$ cat src/rtl/irq_vector_agg.sv
module irq_vector_agg #(
  parameter int NUM_SRC = 4,
  parameter logic [7:0] VEC_RST = 8'h0F
) (
  input  logic               clk,
  input  logic               rst_n,
  input  logic [NUM_SRC-1:0] cond_i,
  input  logic               sel_i,
  input  logic               wr_i,
  input  logic [1:0]         addr_i,
  input  logic [7:0]         wdata_i,
  input  logic               iack_i,
  output logic [7:0]         data_o,
  output logic               data_en_o,
  output logic               avec_o,
  output logic               irq_n_o
);
  localparam logic [1:0] A_STAT = 2'd0, A_MASK = 2'd1, A_VEC = 2'd2, A_CTRL = 2'd3;

  logic [NUM_SRC-1:0] mask_q;
  logic [7:0]         vec_q;
  logic               auto_q;
  logic [7:0]         rd_val;

  wire [NUM_SRC-1:0] pend = cond_i & mask_q;
  assign irq_n_o = ~|pend;

  always_comb begin
    case (addr_i)
      A_STAT:  rd_val = 8'(pend);
      A_MASK:  rd_val = 8'(mask_q);
      A_VEC:   rd_val = vec_q;
      default: rd_val = {7'd0, auto_q};
    endcase
  end

  always_ff @(posedge clk or negedge rst_n) begin
    if (!rst_n) begin
      mask_q <= '0;
      vec_q  <= VEC_RST;
      auto_q <= 1'b0;
    end else if (sel_i && wr_i) begin
      case (addr_i)
        A_MASK:  mask_q <= wdata_i[NUM_SRC-1:0];
        A_VEC:   vec_q  <= wdata_i;
        A_CTRL:  auto_q <= wdata_i[0];
        default: ;
      endcase
    end
  end

  always_ff @(posedge clk or negedge rst_n) begin
    if (!rst_n) begin
      data_o    <= '0;
      data_en_o <= 1'b0;
      avec_o    <= 1'b0;
    end else begin
      data_o    <= '0;
      data_en_o <= 1'b0;
      avec_o    <= 1'b0;
      if (iack_i) begin
        if (auto_q) avec_o <= 1'b1;
        else begin
          data_en_o <= 1'b1;
          data_o    <= vec_q;
        end
      end else if (sel_i && !wr_i) begin
        data_en_o <= 1'b1;
        data_o    <= rd_val;
      end
    end
  end


  a_r2_quiet_when_none: assert property (@(posedge clk) disable iff (!rst_n)
    ((cond_i & mask_q) == '0) |-> irq_n_o);

  a_r3_status_read: assert property (@(posedge clk) disable iff (!rst_n)
    (sel_i && !wr_i && !iack_i && addr_i == A_STAT) |=> (data_en_o && data_o == 8'($past(cond_i & mask_q))));

  a_r8_vector_cycle: assert property (@(posedge clk) disable iff (!rst_n)
    (iack_i && !auto_q) |=> (data_en_o && !avec_o && data_o == $past(vec_q)));

  a_r9_autovector_cycle: assert property (@(posedge clk) disable iff (!rst_n)
    (iack_i && auto_q) |=> (avec_o && !data_en_o));

  a_r11_idle_zero: assert property (@(posedge clk) disable iff (!rst_n)
    !data_en_o |-> (data_o == 8'd0));

  a_r7_single_strobe: assert property (@(posedge clk) disable iff (!rst_n)
    (!iack_i && !(sel_i && !wr_i)) |=> (!data_en_o && !avec_o));
endmodule

$ cat config.mk
export PLATFORM = sky130hd
export DESIGN_NAME = irq_vector_agg
export DESIGN_NICKNAME = d
export VERILOG_FILES = /design/src/rtl/irq_vector_agg.sv
export SDC_FILE = /design/constraint.sdc
export NUM_CORES = 1
export LEC_CHECK = 0
export ABC_AREA = 1
export BUFFER_PORTS_ARGS = -buffer_cell sky130_fd_sc_hd__buf_4
export CAP_MARGIN = 20
export CORE_ASPECT_RATIO = 0.9
export CORE_MARGIN = 2
export CORE_UTILIZATION = 50
export DETAILED_ROUTE_END_ITERATION = 10
export PLACE_DENSITY_LB_ADDON = 0.15
export SYNTH_ARGS = -nofsm -noshare
export SYNTH_HDL_FRONTEND = slang
export SYNTH_SLANG_ARGS = --single-unit
$ cat constraint.sdc
create_clock -name clk -period 1.2 [get_ports clk]
set_input_delay 0.12 -clock clk [delete_from_list [all_inputs] [get_ports clk]]
set_output_delay 0.12 -clock clk [all_outputs]
set_load 0.02 [all_outputs]
==> results of run 1 <==
## layout make-up
cell class | count | share of cell area
Sequential cell | 23 | 0.427
Inverter | 16 | 0.0442
Tap cell | 25 | 0.0230
Clock buffer | 4 | 0.0193
Multi-Input combinational cell | 90 | 0.303
Timing Repair Buffer | 33 | 0.184
## registers in the layout, indices dropped and copies added (netlist names)
signal,cells
avec_o,1
auto_q,1
vec_q,8
data_en_o,1
mask_q,4
data_o,8
## cell families after synthesis
logic type | after synthesis
AND/OR/NAND/NOR | 72
AO/OA/AOI/OAI | 18
buffers and inverters | 20
flip-flops | 23
## Yosys cell counts (all sizes together)
cell type,n,share of area
a211oi,1,0.0070
buf,4,0.030
dfrtp,19,0.44
dfstp,4,0.097
inv,16,0.056
nand2,46,0.16
nand3,17,0.079
nor2,9,0.038
o21ai,17,0.093
## metal layers
layer	track usage	vias to the layer above	wire length [µm]
met5	0	-	0
met4	0.0923	0	35
met3	0.0375	4	80
met2	0.330	19	1010
met1	0.272	424	1050
li1	-	485	-
## worst max path at each step
stage,from,to,depth (start not counted)
after global placement,wr_i,vec_q[6],6
after detailed placement,wr_i,vec_q[1],6
after CTS,mask_q[3],irq_n_o,4
after floorplan,mask_q[3],irq_n_o,3
after global routing,mask_q[3],irq_n_o,4
final,mask_q[3],irq_n_o,4
## where the power goes
part / internal (µW) / switching [µW]
sequential: 914 / 86.7
clock: 130 / 224
combinational: 197 / 248
total: 1240 / 558
## metrics by stage
step,instances,setup WS [ns],utilization,TNS [ns],total power [µW]
2_1_floorplan,133,0.0598,-,0,1250
3_3_place_gp,185,0.207,0.665,0,1430
3_5_place_dp,185,0.163,0.665,0,1450
4_1_cts,191,-0.111,0.690,-0.111,1810
5_1_grt,191,-0.165,0.690,-0.165,1910
6_report,191,-0.131,0.690,-0.131,1800
## critical path: cells and delay by family, from the launching register on
kind,cells,cell delay (ns)
AO/OA/AOI/OAI,1,0.20
buffers and inverters,2,0.23
flip-flops,1,0.41
AND/OR/NAND/NOR,1,0.07
## timing repair
item	CTS	global route
setup endpoints to repair	1	1
hold endpoints to repair	23	0
pin swaps	0	0
setup buffers	1	0
hold buffers	1	0
resized for setup	1	0
==> impl_results.md, run 1 <==
* Status: finished, violations left
* Violated checks: setup timing
* Cell area after synthesis at 1080 µm²
* Clk_lat worst skew at 0.31 ns
* Distinct cell type count after synthesis at 14
* CTS max path bufs at 2
* Sink Count at 23
* First-pass GRT wire length at 3600 µm
* Area grow syn2layout at 26.0%
* Vias at 932
* FF-to-FF Start: vec_q[0]
* CTS tree: done
* Worst endpoint required time at 1.08 ns
* Minimum clock period after layout at approximately 1.3 ns
* Core area at between 1500 and 2000 µm²
* # IOs at 30
* Fmax achieved at 752 MHz
* Vias in the first global route at a little over 800
* Synth Area in Simple Gates at 0.277
* Setup ws final at -0.131 ns
* Synthesized netlist cell count at 133
* DP Wirelength at 1700 µm
* Number of DRC markers in iteration 0 at 19
* Starting Density at 0.548
* Worst Hold Slack at 0.0320 ns
* R2R depth at 4
* Chip width at 53.0 µm
* Post-synthesis register bit count at 23
* RSZ-0062 raised after global routing: true
* Sequential element share of the synthesized area at 0.538
* Leakage at 0.000747 µW
* Synth Net Count at 152
* Synth Warn # at 0
* DR DRC count at 0
* Placed cell areas at 1310 µm²
* Hold-critical path depth at 3
* Hold WC Path Type: input port to register
* Commonest non-fill, non-tap cell in the layout: nand2_1
* Post-synthesis mux area share at 0
* Least-Margin Pin Slew at 0.409 ns
* Slew Viols, Final at 0
* Antenna violations before repair at 0
* Final Hold Viols at 0
* VDD IR max at 0.000811 V
* R2R setup slack at 0.31 ns
* Share of layout cells above drive strength 1 at 0.277
* WL/cell at 11.4 µm
* CTS Buf Count at 3
* Total track usage at 0.204
* Reg clk slew, reported paths at about 0.12 ns
* Compound-Gate Fraction of Synth Area at 0.0997
* Max_cap viols at 0
* Hold endpoint: auto_q
* Fin area at around 1400 µm²
* CP arrival at 1.21 ns
* Pwr dens at 1320 nW/µm²
* TritonRoute pass-1 iters at 5
* H-tree lvl count at 1
* Setup CP Type: register to output pin
* Largest net degree at the start of global routing at 24
* Most frequent cells in the layout: nand2_1, buf_4, dfrtp_1
* Die Y-Extent at approximately 48 µm
* Layout Nets at between 150 and 200
* Post-DRT Antenna Nets at 0
* Port bufs at 29
* Crit path largest cell delay at 0.41 ns
* Post-synthesis xor/xnor area fraction at 0
* Routed vias/inst at approximately 4.9
* Slowest cell on crit path: dfrtp_1
* Storage cell area at 581 µm²
* Final Skew at between 0.004 and 0.005 ns
* Die ar. at 2550 µm²
* Synth Area in Adders at 0
* Rows at 15
* Combinational family with the most area after synthesis: simple AND/OR/NAND/NOR gates
* # diodes at 0
* Worst setup SP type: register
* FILL cells at 174
* Gp weighted congestion at 0.853
* CP Max Fanout at 2
* Crit end category: output pin
* Worst hold start: wdata_i[0]
* Synthesized area per cell at 8.12 µm²
* Fin crit share at 1.11
* FF-to-FF End: data_o[0]
* WL final at 2170 µm
* Clk root buf: clkbuf_4
* Multi-input logic area at between 400 and 500 µm²
* Gr ovfl total at 0
* Worst path cell trace: nand2_1 > inv_1 > a211oi_2 > buf_4
* Final setup viols at 1
* Worst slew margin at 0.726
Power figures use the tool's default switching activity.
==> inputs of run 2 (changes only) <==
Settings changed: RECOVER_POWER set to 50.
==> run 2 against run 1 <==
The flow still finishes with violations (setup timing). Die area is the same. Global-route usage is the same. Flip-flop and latch count is the same. Wire length is essentially flat. Register-to-register slack is essentially flat. Sequential power is essentially flat. Worst setup slack is essentially flat. Critical path depth is the same. Utilization shrank 0.13 points. Maximum frequency is essentially flat. First-iteration DRC count is the same. Largest cell class unchanged.
==> impl_results.md, run 2 (synthesis gave the netlist of run 1 again) <==
* Share of layout cells above drive strength 1 at 0.277
* CTS Buf Count at 3
* Reg clk slew, reported paths at 0.12 ns
* Vias in the first global route at 806
* DP Wirelength at between 1500 and 2000 µm
* Core area at 1970 µm²
* Total power draw at 1800 µW
* Fmax achieved at 752 MHz
* Switching pwr at 558 µW
* DR DRC count at 0
* RSZ-0062 raised after global routing: true
* # diodes at 0
* Clock Power Share at 0.197
* Area grow syn2layout at 25.7%
* Rows at 15
* Final Skew at 0.00481 ns
* Final std cells w/o fill at between 150 and 200
* Sink Count at 23
* Post-route core utilization at 0.689
* Die ar. at 2550 µm²
* Gr ovfl total at 0
* CTS tree: done
* First-pass GRT wire length at 3600 µm
* Worst setup SP type: register
* Most frequent cells in the layout: nand2_1, buf_4, dfrtp_1
* Final setup viols at 1
* Violated checks: setup timing
* Logic pwr share at 0.247
* Worst endpoint required time at between 1 and 1.5 ns
* Number of DRC markers in iteration 0 at 19
* Setup ws final at -0.131 ns
* Regs by FF count: data_o (8), vec_q (8), mask_q (4)
* Die Y-Extent at between 40 and 50 µm
* Setup CP Type: register to output pin
* Post-DRT Antenna Nets at 0
* WL final at 2170 µm
* Antenna violations before repair at 0
* Crit path capture: irq_n_o
* Least-Margin Pin Slew at 0.544 ns
* Chip width at 53.0 µm
* FF-to-FF End: data_o[0]
* TritonRoute pass-1 iters at 4
* Leakage at 0.000746 µW
* Sw Share at 0.310
* VDD IR max at 0.000812 V
* Total track usage at 0.204
* Clk root buf: clkbuf_4
* FF-to-FF Start: vec_q[0]
* Worst slew margin at 0.637
* Routed vias/inst at roughly 5
* Layout Nets at approximately 190
* Crit path from: mask_q[3]
* Clk_lat worst skew at 0.31 ns
* Minimum clock period after layout at 1.33 ns
* Gp weighted congestion at 0.853
* Hold WC Path Type: input port to register
* Max_cap viols at 0
* Reg power frac at 0.556
* R2R setup slack at 0.31 ns
* Slew Viols, Final at 0
* Worst Hold Slack at between 0.03 and 0.04 ns
* Inst Count DP at around 190
* Port bufs at 29
* WL/cell at about 11 µm
* Starting Density at 0.548
* Fin crit share at 1.11
* H-tree lvl count at 1
* Commonest non-fill, non-tap cell in the layout: nand2_1
* P_int at 1240 µW
* CP Max Fanout at 2
* FILL cells at 175
* CP arrival at 1.21 ns
* Largest net degree at the start of global routing at 24
* # IOs at 30
* Status: finished, violations left
* Vias at 930
* Crit end category: output pin
* Final Hold Viols at 0
* CTS max path bufs at 2
* R2R depth at 4
* Pwr dens at 1320 nW/µm²
==> run 2: changes by cell type in the layout (fill, tap and decap cells not counted), sizes merged <==
cell	change
clkbuf	+2
buf	-2
==> run 2: routing by layer <==
metal,up-vias,global-route usage,routed length [µm]
met3,4,0.0375,80
met4,0,0.0923,35
met5,-,0,0
met2,19,0.330,1010
li1,484,-,-
met1,423,0.272,1050
==> run 2: critical path: stages, from the launching register on <==
cell and delay, ns:
dfrtp_1 0.41, nand2_1 0.07, inv_1 0.06, a211oi_2 0.20, buf_4 0.17
==> run 2: power by group through the flow <==
stage / logic (µW) / registers (µW) / clock network [µW]
6_report: 444 / 1000 / 353
5_1_grt: 502 / 1020 / 387
4_1_cts: 452 / 999 / 364
3_5_place_dp: 432 / 1020 / 0
3_3_place_gp: 419 / 1010 / 0
2_1_floorplan: 209 / 1040 / 0
==> run 2: stage by stage <==
stage / setup TNS (ns) / instance area [µm²] / worst slack (ns)
floorplan: 0 / 1080 / 0.0598
global placement: 0 / 1310 / 0.207
detailed placement: 0 / 1310 / 0.163
CTS: -0.111 / 1360 / -0.111
global route: -0.165 / 1360 / -0.165
finish: -0.131 / 1360 / -0.131
==> run 2: worst min-delay path by stage <==
stage / from / end / slack (ns) / depth (start not counted)
2_1_floorplan: rst_n / auto_q / -0.18 / 0
3_3_place_gp: rst_n / data_o[6] / 0.02 / 1
3_5_place_dp: rst_n / data_en_o / 0.03 / 1
4_1_cts: wdata_i[0] / auto_q / 0.03 / 3
5_1_grt: wdata_i[0] / auto_q / 0.02 / 3
6_report: wdata_i[0] / auto_q / 0.03 / 3
==> run 2: repair_timing <==
action / CTS / global route
setup endpoints to repair: 1 / 1
gates resized for setup: 1 / 0
hold buffers: 1 / 0
endpoints found under the hold margin: 23 / 0
setup buffers: 1 / 0
==> run 2: cell type report <==
type,instances,area [µm²],share of cell area
multi-input combinational,90,412,0.303
tap,25,31.3,0.0230
inverter,16,60.1,0.0442
clock buffer,4,26.3,0.0194
sequential,23,581,0.428
timing repair buffer,33,248,0.182
==> inputs of run 3 (changes only) <==
Settings changed: HOLD_SLACK_MARGIN set to 0.05, TNS_END_PERCENT set to 1.
==> run 3 against run 2 <==
The run still ends with setup timing left. Global-route usage up 0.20 points. Cell count rose by 3.1%. Combinational power rose by 3%. Sequential share of layout area shrank 1.7 points. First-iteration DRC count rose by 16%. Die area unchanged. Largest cell class unchanged.
==> impl_results.md, run 3 (synthesis gave the netlist of run 1 again) <==
* Status: finished, violations left
* Violated checks: setup timing
* CP arrival at around 1.2 ns
* # diodes at 0
* Routed vias/inst at a little under 5
* VDD IR max at 0.000824 V
* Gp weighted congestion at 0.853
* Reg clk slew, reported paths at 0.12 ns
* Logic pwr share at 0.252
* Critical path's top delay family: flip-flops
* DR DRC count at 0
* DP Wirelength at 1700 µm
* Clock Power Share at 0.196
* Slew Viols, Final at 0
* RSZ-0062 raised after global routing: true
* # IOs at 30
* Dpl ws at 0.163 ns
* Area grow syn2layout at 30.9%
* Leakage at 0.000768 µW
* Share of layout cells above drive strength 1 at 0.262
* Pwr dens at between 1000 and 1500 nW/µm²
* Total power draw at 1810 µW
* Hold WC Path Type: input port to register
* CP Max Fanout at 2
* Most frequent cells in the layout: nand2_1, buf_4, dfrtp_1
* CTS tree: done
* Least-Margin Pin Slew at 0.542 ns
* Worst slew margin at 0.639
* Vias in the first global route at 815
* Core area at 1970 µm²
* Storage cell area at ~580 µm²
* CTS Buf Count at 3
* P_int at between 1000 and 1500 µW
* Fmax achieved at about 750 MHz
* Rows at 15
* Final Hold Viols at 0
* Setup CP Type: register to output pin
* Clk_lat worst skew at 0.31 ns
* Gr ovfl total at 0
* Port bufs at 29
* Reg power frac at 0.552
* Inst Count DP at around 190
* FILL cells at approximately 170
* Fin crit share at 1.11
* Total track usage at 0.206
* TritonRoute pass-1 iters at 4
* WL/cell at approximately 11 µm
* Post-route core utilization at 0.717
* Chip width at ~53 µm
* First-pass GRT wire length at 3640 µm
* Number of DRC markers in iteration 0 at 22
* Crit end category: output pin
* Die ar. at 2550 µm²
* Max_cap viols at 0
* Regs by FF count: data_o (8), vec_q (8), mask_q (4)
* Sink Count at 23
* Slowest cell on crit path: dfrtp_1
* Post-DRT Antenna Nets at 0
* WL final at 2210 µm
* Die Y-Extent at slightly below 50 µm
* Starting Density at 0.548
* Clk root buf: clkbuf_4
* Setup ws final at -0.128 ns
* Multi-input logic area at 412 µm²
* CTS max path bufs at 2
* Worst endpoint required time at 1.08 ns
* Worst Path Buf+Inv at 2
* Layout Nets at 192
* Antenna violations before repair at 0
* Largest net degree at the start of global routing at 24
* Commonest non-fill, non-tap cell in the layout: nand2_1
* Final std cells w/o fill at 197
* Worst setup SP type: register
* Vias at 954
* Worst path cell trace: nand2_1 > inv_1 > a211oi_2 > buf_4
* Sw Share at 0.310
* Minimum clock period after layout at around 1.3 ns
* Final setup viols at 1
* Final Skew at 0.00645 ns
* Crit path largest cell delay at 0.40 ns
* H-tree lvl count at 1
* Switching pwr at 563 µW
## run 3: cell count changes in the layout (fill, tap and decap cells not counted), sizes merged
cell	previous run	this run
dlygate4sd3	1	7
buf	30	29
clkbuf	6	7
## run 3: repair_timing
| item | CTS | global route |
|---|---|---|
| endpoints found under the setup margin | 1 | 1 |
| hold endpoints to repair | 33 | 0 |
| gates resized for setup | 1 | 0 |
| hold buffers | 7 | 0 |
| buffers inserted | 1 | 0 |
## run 3: layout make-up
cell class	instances	share of cell area
inverter	16	0.0425
sequential	23	0.411
multi-input combinational	90	0.291
clock buffer	4	0.0186
timing repair buffer	39	0.215
tap	25	0.0221
## run 3: stage by stage
step | TNS [ns] | hold WS, ns | area (µm²)
floorplan | 0 | -0.176 | 1080
global placement | 0 | 0.0224 | 1310
detailed placement | 0 | 0.0250 | 1310
CTS | -0.111 | 0.0502 | 1420
global route | -0.665 | 0.0564 | 1410
finish | -0.128 | 0.0452 | 1410
## run 3: worst paths after layout
path,startpoint,endpoint,slack (ns),depth (start not counted)
max,mask_q[3],irq_n_o,-0.13,4
min,wdata_i[1],vec_q[1],0.05,3
max reg2reg,vec_q[0],data_o[0],0.30,4
min reg2reg,vec_q[0],vec_q[0],0.51,2
max in group asynchronous,rst_n,vec_q[1],0.53,2
min in group asynchronous,rst_n,data_o[1],0.31,2
## run 3: worst register-to-register path, cell delays in order (launching register included)
cell	delay (ns)
dfstp_2	0.57
o21ai_0	0.08
nand2_1	0.07
nand3_1	0.06
nand2_1	0.06
## run 3: power groups by stage
stage	registers, µW	logic [µW]	clock network, µW
2_1_floorplan	1040	209	0
3_3_place_gp	1010	419	0
3_5_place_dp	1020	432	0
4_1_cts	999	467	364
5_1_grt	1020	516	387
6_report	1000	458	355
## run 3: layer usage
layer  wire length, µm  track usage  up-vias  share of wire
met3                80       0.0375        4          0.036
met5                 0            0        -              0
met2              1050        0.335       23           0.48
met1              1040        0.274      431           0.47
li1                  -            -      496              -
met4                35       0.0923        0          0.016
